--- src/rtl/audio_dto_pkg.sv ---
package audio_dto_pkg;
  localparam int ACC_W   = 32;
  localparam int NUM_DTO = 2;
  localparam int CODE_W  = 2;

  localparam logic [ACC_W-1:0] BASE_STEP   = 32'd24000;
  localparam logic [ACC_W-1:0] LEGACY_STEP = 32'd2400000;
  localparam logic [ACC_W-1:0] LEGACY_MUL  = 32'd100;

  typedef struct packed {
    logic [NUM_DTO-1:0] load;
    logic [ACC_W-1:0]   phase;
    logic [ACC_W-1:0]   modulo;
  } dtoCmd_t;
endpackage

--- src/rtl/audio_dto_ctrl.sv ---
module audio_dto_ctrl
  import audio_dto_pkg::*;
#(
  parameter int IDX_W = 2
) (
  input  logic              clk,
  input  logic              rstN,
  input  logic              cfgWrite,
  input  logic [ACC_W-1:0]  cfgPixKhz,
  input  logic [IDX_W-1:0]  cfgEncIdx,
  input  logic              cfgLegacy,
  output dtoCmd_t           cmd,
  output logic              selDto,
  output logic [CODE_W-1:0] wallRatio
);
  logic [CODE_W-1:0] bucketCode;
  logic [ACC_W-1:0]  bucketStep;
  logic              target;

  // Thresholds equal integer ratios 8, 4 and 2 against 24000 kHz.
  always_comb begin
    if (cfgPixKhz >= 32'd192000) begin
      bucketCode = 2'd3; bucketStep = BASE_STEP << 3;
    end else if (cfgPixKhz >= 32'd96000) begin
      bucketCode = 2'd2; bucketStep = BASE_STEP << 2;
    end else if (cfgPixKhz >= 32'd48000) begin
      bucketCode = 2'd1; bucketStep = BASE_STEP << 1;
    end else begin
      bucketCode = 2'd0; bucketStep = BASE_STEP;
    end
  end

  assign target = (cfgEncIdx != '0);

  always_comb begin
    cmd = '0;
    if (cfgWrite) cmd.load[target] = 1'b1;
    if (cfgLegacy) begin
      cmd.phase  = LEGACY_STEP;
      cmd.modulo = cfgPixKhz * LEGACY_MUL;
    end else begin
      cmd.phase  = bucketStep;
      cmd.modulo = cfgPixKhz;
    end
  end

  always_ff @(posedge clk) begin
    if (!rstN) begin
      selDto    <= 1'b0;
      wallRatio <= '0;
    end else if (cfgWrite) begin
      selDto <= target;
      if (!cfgLegacy) wallRatio <= bucketCode;
    end
  end
endmodule

--- src/rtl/audio_dto_acc.sv ---
module audio_dto_acc
  import audio_dto_pkg::*;
(
  input  logic             clk,
  input  logic             rstN,
  input  logic             load,
  input  logic [ACC_W-1:0] newPhase,
  input  logic [ACC_W-1:0] newModulo,
  output logic             tick
);
  logic [ACC_W-1:0] phaseReg, modReg, accReg;
  logic [ACC_W:0]   sum;

  assign sum = {1'b0, accReg} + {1'b0, phaseReg};

  always_ff @(posedge clk) begin
    if (!rstN) begin
      phaseReg <= '0;
      modReg   <= '0;
      accReg   <= '0;
      tick     <= 1'b0;
    end else if (load) begin
      phaseReg <= newPhase;
      modReg   <= newModulo;
      accReg   <= '0;
      tick     <= 1'b0;
    end else if (modReg == '0) begin
      tick <= 1'b0;
    end else if (phaseReg >= modReg) begin
      accReg <= '0;
      tick   <= 1'b1;
    end else if (sum >= {1'b0, modReg}) begin
      accReg <= ACC_W'(sum - {1'b0, modReg});
      tick   <= 1'b1;
    end else begin
      accReg <= sum[ACC_W-1:0];
      tick   <= 1'b0;
    end
  end
endmodule

--- src/rtl/audio_dto_datapath.sv ---
module audio_dto_datapath
  import audio_dto_pkg::*;
(
  input  logic    clk,
  input  logic    rstN,
  input  dtoCmd_t cmd,
  input  logic    selDto,
  output logic    audioTick
);
  logic [NUM_DTO-1:0] ticks;

  for (genvar g = 0; g < NUM_DTO; g++) begin : gDto
    audio_dto_acc acc_i (
      .clk       (clk),
      .rstN      (rstN),
      .load      (cmd.load[g]),
      .newPhase  (cmd.phase),
      .newModulo (cmd.modulo),
      .tick      (ticks[g])
    );
  end

  assign audioTick = ticks[selDto];
endmodule

--- src/rtl/audio_dto_gen.sv ---
module audio_dto_gen
  import audio_dto_pkg::*;
#(
  parameter int IDX_W = 2
) (
  input  logic              clk,
  input  logic              rstN,
  input  logic              cfgWrite,
  input  logic [31:0]       cfgPixKhz,
  input  logic [IDX_W-1:0]  cfgEncIdx,
  input  logic              cfgLegacy,
  output logic              audioTick,
  output logic [1:0]        wallRatio,
  output logic              activeDto
);
  dtoCmd_t cmd;

  audio_dto_ctrl #(.IDX_W(IDX_W)) ctrl_i (
    .clk       (clk),
    .rstN      (rstN),
    .cfgWrite  (cfgWrite),
    .cfgPixKhz (cfgPixKhz),
    .cfgEncIdx (cfgEncIdx),
    .cfgLegacy (cfgLegacy),
    .cmd       (cmd),
    .selDto    (activeDto),
    .wallRatio (wallRatio)
  );

  audio_dto_datapath dp_i (
    .clk       (clk),
    .rstN      (rstN),
    .cmd       (cmd),
    .selDto    (activeDto),
    .audioTick (audioTick)
  );
endmodule

--- config.mk ---
export PLATFORM = sky130hd
export DESIGN_NAME = audio_dto_gen
export DESIGN_NICKNAME = d
export VERILOG_FILES = /design/src/rtl/audio_dto_pkg.sv /design/src/rtl/audio_dto_ctrl.sv /design/src/rtl/audio_dto_acc.sv /design/src/rtl/audio_dto_datapath.sv /design/src/rtl/audio_dto_gen.sv
export SDC_FILE = /design/constraint.sdc
export NUM_CORES = 1
export LEC_CHECK = 0
export CAP_MARGIN = 20
export CORE_ASPECT_RATIO = 1.5
export CORE_MARGIN = 2
export CORE_UTILIZATION = 69
export DETAILED_ROUTE_END_ITERATION = 10
export PLACE_DENSITY = 0.88
export SLEW_MARGIN = 40
export SYNTH_ARGS = -nofsm -noshare
export SYNTH_HDL_FRONTEND = slang
export SYNTH_SLANG_ARGS = --single-unit
--- constraint.sdc ---
create_clock -name clk -period 14.15 [get_ports clk]
set_input_delay 1.415 -clock clk [delete_from_list [all_inputs] [get_ports clk]]
set_output_delay 1.415 -clock clk [all_outputs]
set_load 0.02 [all_outputs]
==> impl_results.md <==
- Top cell types by occurrence after synthesis: 228 x sky130_fd_sc_hd__inv_1, 226 x sky130_fd_sc_hd__ha_1, 159 x sky130_fd_sc_hd__a21oi_1, 157 x sky130_fd_sc_hd__dfxtp_1, 156 x sky130_fd_sc_hd__nor2_1
- Remaining global-route overflow: 0
- Setup violation total in the final timing report: 0
- Total non-filler cell area in the finished layout: 16500 sq um
- Number of storage elements in the synthesis netlist: 157
- Leakage power summed over all cells: 7.73 nW
- Status: complete, no violations
- P&R area growth vs syn: 7.79%
- Largest stage delay on the critical path: 0.47 ns
- Combinational family with the most area after synthesis: compound AO/OA/AOI/OAI gates
- Area share of the largest cell type after synthesis: 20.5%
- Floorplan die area: 23500 sq um
- H-tree depth: 4
- Proportion of synthesized chip area in sequential cells: 20.5%
- Time the final worst path needs with I/O delays and setup: 5.83 ns
- Detail Route Antenna Nets: 0
- Final HPWL DP: 35300 um
- Critical path data required time: 14.47 ns
- Cells after Synth: 1955
- Synth Net Count: 2247
- Number of distinct library cells after synthesis: 83
- Count of input and output buffers: 41
- Mapped Area: 15400 sq um
- Placed Cells: 2212
- FILL cells: 1687
- Dominant register cell in the synthesized netlist: sky130_fd_sc_hd__dfxtp_1
- Diode insertion count for antenna repair: 0
- Kind of critical path: reg2reg
- Core outline area: 21800 sq um
- Clock skew after layout: 0.00987 ns
- Cell Rows: 66
- Remaining design rule violation count: 0
- Violation count after the first detailed-routing iteration: 1102
- Per-cell routed wire length: 20.1 um
- Number of global-route vias before repair: 14900
- Global Route Usage Sum: 38.2%
- Maximum buffer depth of the clock tree: 2
- Slew of the pin with the lowest slew margin: 0.883 ns
- Vias per cell: 6.52
- Number of gates resized after cts: 0
- Simple logic cell fraction of the synthesized area: 16.5%
- CTS root buf: sky130_fd_sc_hd__clkbuf_16
- Critical Path Start Type: flop
- Latest clock arrival within the worst-skew pair: 0.45 ns
- CTS tree: built
- Power density relative to cell area: 160 nW/um^2
- Overall via count from detail_route: 14600
- Total of hold buffers inserted after clock tree synthesis: 0
- Kind of end point of the critical path: flop
- GPL Wtd Cong: 0.978
- Synthesized-area fraction occupied by xor and xnor cells: 7.07%
- Delay-heaviest family, CP: simple AND/OR/NAND/NOR gates
- Post-Syn Area per Cell: 7.85 sq um
- Relative slew slack: 40.9%
- Most frequent cell after synthesis: sky130_fd_sc_hd__inv_1
- Fin cells: 2244
- Layout cell share with drive strength beyond 1: 4.67%
- Hold violation total from the final report: 0
- Cell Area, Placed: 15900 sq um
- Die Height: 187 um
- Sinks on Clock Net: 157
- Synth async-reset ratio: 0%
- Portion of netlist area occupied by mux cells: 2.20%
- Synthesized-area fraction occupied by ao, oa, aoi and oai cells: 24.3%
- Clk pin slew, worst setup/hold paths: 0.07 ns
- Setup repair after global routing missed its margin: false
- Final Net Count: 2251
- Number of antenna violations at the first check in global routing: 0
- Wirelength, routed: 45100 um
- Leading cell types by total area after synthesis: sky130_fd_sc_hd__dfxtp_1 20%, sky130_fd_sc_hd__ha_1 18%, sky130_fd_sc_hd__inv_1 5.6%
- Library cell occupying the most area in the post-synthesis netlist: sky130_fd_sc_hd__dfxtp_1
- Fmax achieved: 171 MHz
- Setup TNS after final layout: 0 ns
- Pin count of the biggest net entering global routing: 66
- Slowest cell on the critical path: sky130_fd_sc_hd__nor3_1
- Number of iterations in the first detailed-routing pass: 7
- I/O pin cnt: 42
- Buffers & Inverters on Critical Path: 1
- Die X-Extent: 126 um
- Post-CTS Repair Setup Buffers: 0
- Initial Utilization: 70.4%
- Number of maximum-capacitance violations: 0
- Adder-cell area share of the yosys netlist: 22.1%
- Wire length of the first global-routing pass: 73000 um
- Critical path peak fanout: 16
- Worst-path cell chain: ha_1 > inv_1 > fa_1 > nor2b_1 > o2111ai_1 > a31oi_1 > nor2_2 > a41oi_4 > nand3_1 > or2_2 > xnor2_1 > ha_1 > nand2_1 > nor3_1 > nand4_1 > nor4_1 > a211o_1 > a31oi_1 > nand2_4 > mux2_2 > a22oi_1 > nor2_1
- Clock buffers created by TritonCTS: 17
- Worst min-delay path class: reg2reg
- Worst vdd ir: 0.000123 V
- Final Util: 75.9%
- Syn. warnings: 0
- Post-route clock period utilization: 41.2%
- Arrival time at the worst endpoint: 6.15 ns
- Final Max Tran Viols: 0
- Number of enable-type register cells in the synthesized netlist: 0
flip-flops by register name (all words and copies together) (netlist names):
| name | cells |
|---|---|
| ctrl_i.wallRatio | 2 |
| dp_i.gDto.acc_i.phaseReg | 24 |
| dp_i.gDto.acc_i.modReg | 64 |
| dp_i.gDto.acc_i.accReg | 64 |
| dp_i.gDto.acc_i.tick | 2 |
| ctrl_i.selDto | 1 |
layer usage:
metal,up-vias,track usage [%],share of wire [%]
met1,6844,39.4,36
met2,591,67.9,50
li1,6936,-,-
met5,-,0,0
met3,263,5.22,5.3
met4,0,31.1,9.3
stage by stage:
| step | power [mW] | hold slack (ns) | worst slack (ns) |
|---|---|---|---|
| after floorplan | 1.77 | 0.429 | 9.29 |
| after global placement | 2.09 | 0.442 | 8.36 |
| after detailed placement | 2.13 | 0.448 | 8.24 |
| after CTS | 2.62 | 0.465 | 8.32 |
| after global routing | 2.82 | 0.485 | 7.95 |
| final | 2.65 | 0.466 | 8.32 |
where the power goes:
part           switching (mW)  internal [mW]  leakage [nW]  total [mW]
Clock                   0.213          0.266         0.297       0.479
Combinational           0.957          0.662          6.14        1.62
Sequential             0.0536          0.502          1.29       0.556
worst paths after layout:
kind / end / cells after the start / slack [ns] / start
max: dp_i.gDto[0].acc_i.accReg[10]$_SDFFE_PP0P_ / 22 / 8.32 / dp_i.gDto[0].acc_i.phaseReg[6]$_SDFFE_PN0P_
min: dp_i.gDto[1].acc_i.accReg[21]$_SDFFE_PP0P_ / 2 / 0.47 / dp_i.gDto[1].acc_i.accReg[21]$_SDFFE_PP0P_
max reg2reg: dp_i.gDto[0].acc_i.accReg[10]$_SDFFE_PP0P_ / 22 / 8.32 / dp_i.gDto[0].acc_i.phaseReg[6]$_SDFFE_PN0P_
min reg2reg: dp_i.gDto[1].acc_i.accReg[21]$_SDFFE_PP0P_ / 2 / 0.47 / dp_i.gDto[1].acc_i.accReg[21]$_SDFFE_PP0P_
cell usage in the layout (no fill, tap or decap), types with 40 or more instances in the layout:
master                            count
sky130_fd_sc_hd__clkdlybuf4s50_1     40
sky130_fd_sc_hd__a21oi_1            159
sky130_fd_sc_hd__a211oi_1            50
sky130_fd_sc_hd__o21ai_0             80
sky130_fd_sc_hd__xnor2_1             79
sky130_fd_sc_hd__a21o_1              67
sky130_fd_sc_hd__nor2_1             154
sky130_fd_sc_hd__xor2_1              45
sky130_fd_sc_hd__dfxtp_1            157
sky130_fd_sc_hd__ha_1               226
sky130_fd_sc_hd__nand2_1            149
sky130_fd_sc_hd__inv_1              227
cell families (layout without fill, tap and decap cells):
group | after synthesis | in the layout
AO/OA/AOI/OAI | 559 | 559
multiplexers | 33 | 33
adder cells (fa/ha/maj) | 254 | 254
XOR/XNOR | 124 | 124
buffers and inverters | 297 | 314
AND/OR/NAND/NOR | 531 | 531
flip-flops | 157 | 157
worst min-delay path, cell delays in order, from the launching register on:
cell	delay, ns
sky130_fd_sc_hd__dfxtp_1	0.31
sky130_fd_sc_hd__nand2_1	0.05
sky130_fd_sc_hd__a21oi_1	0.05
layout make-up:
class | count | area (sq um) | area share (%)
multi-input combinational | 1501 | 11100 | 67.1
sequential | 157 | 3140 | 19.0
inverter | 228 | 856 | 5.17
timing repair buffer | 54 | 507 | 3.06
clock buffer | 17 | 425 | 2.57
tap | 272 | 340 | 2.06
clock inverter | 15 | 175 | 1.06
(Power assumes the default switching activity.)
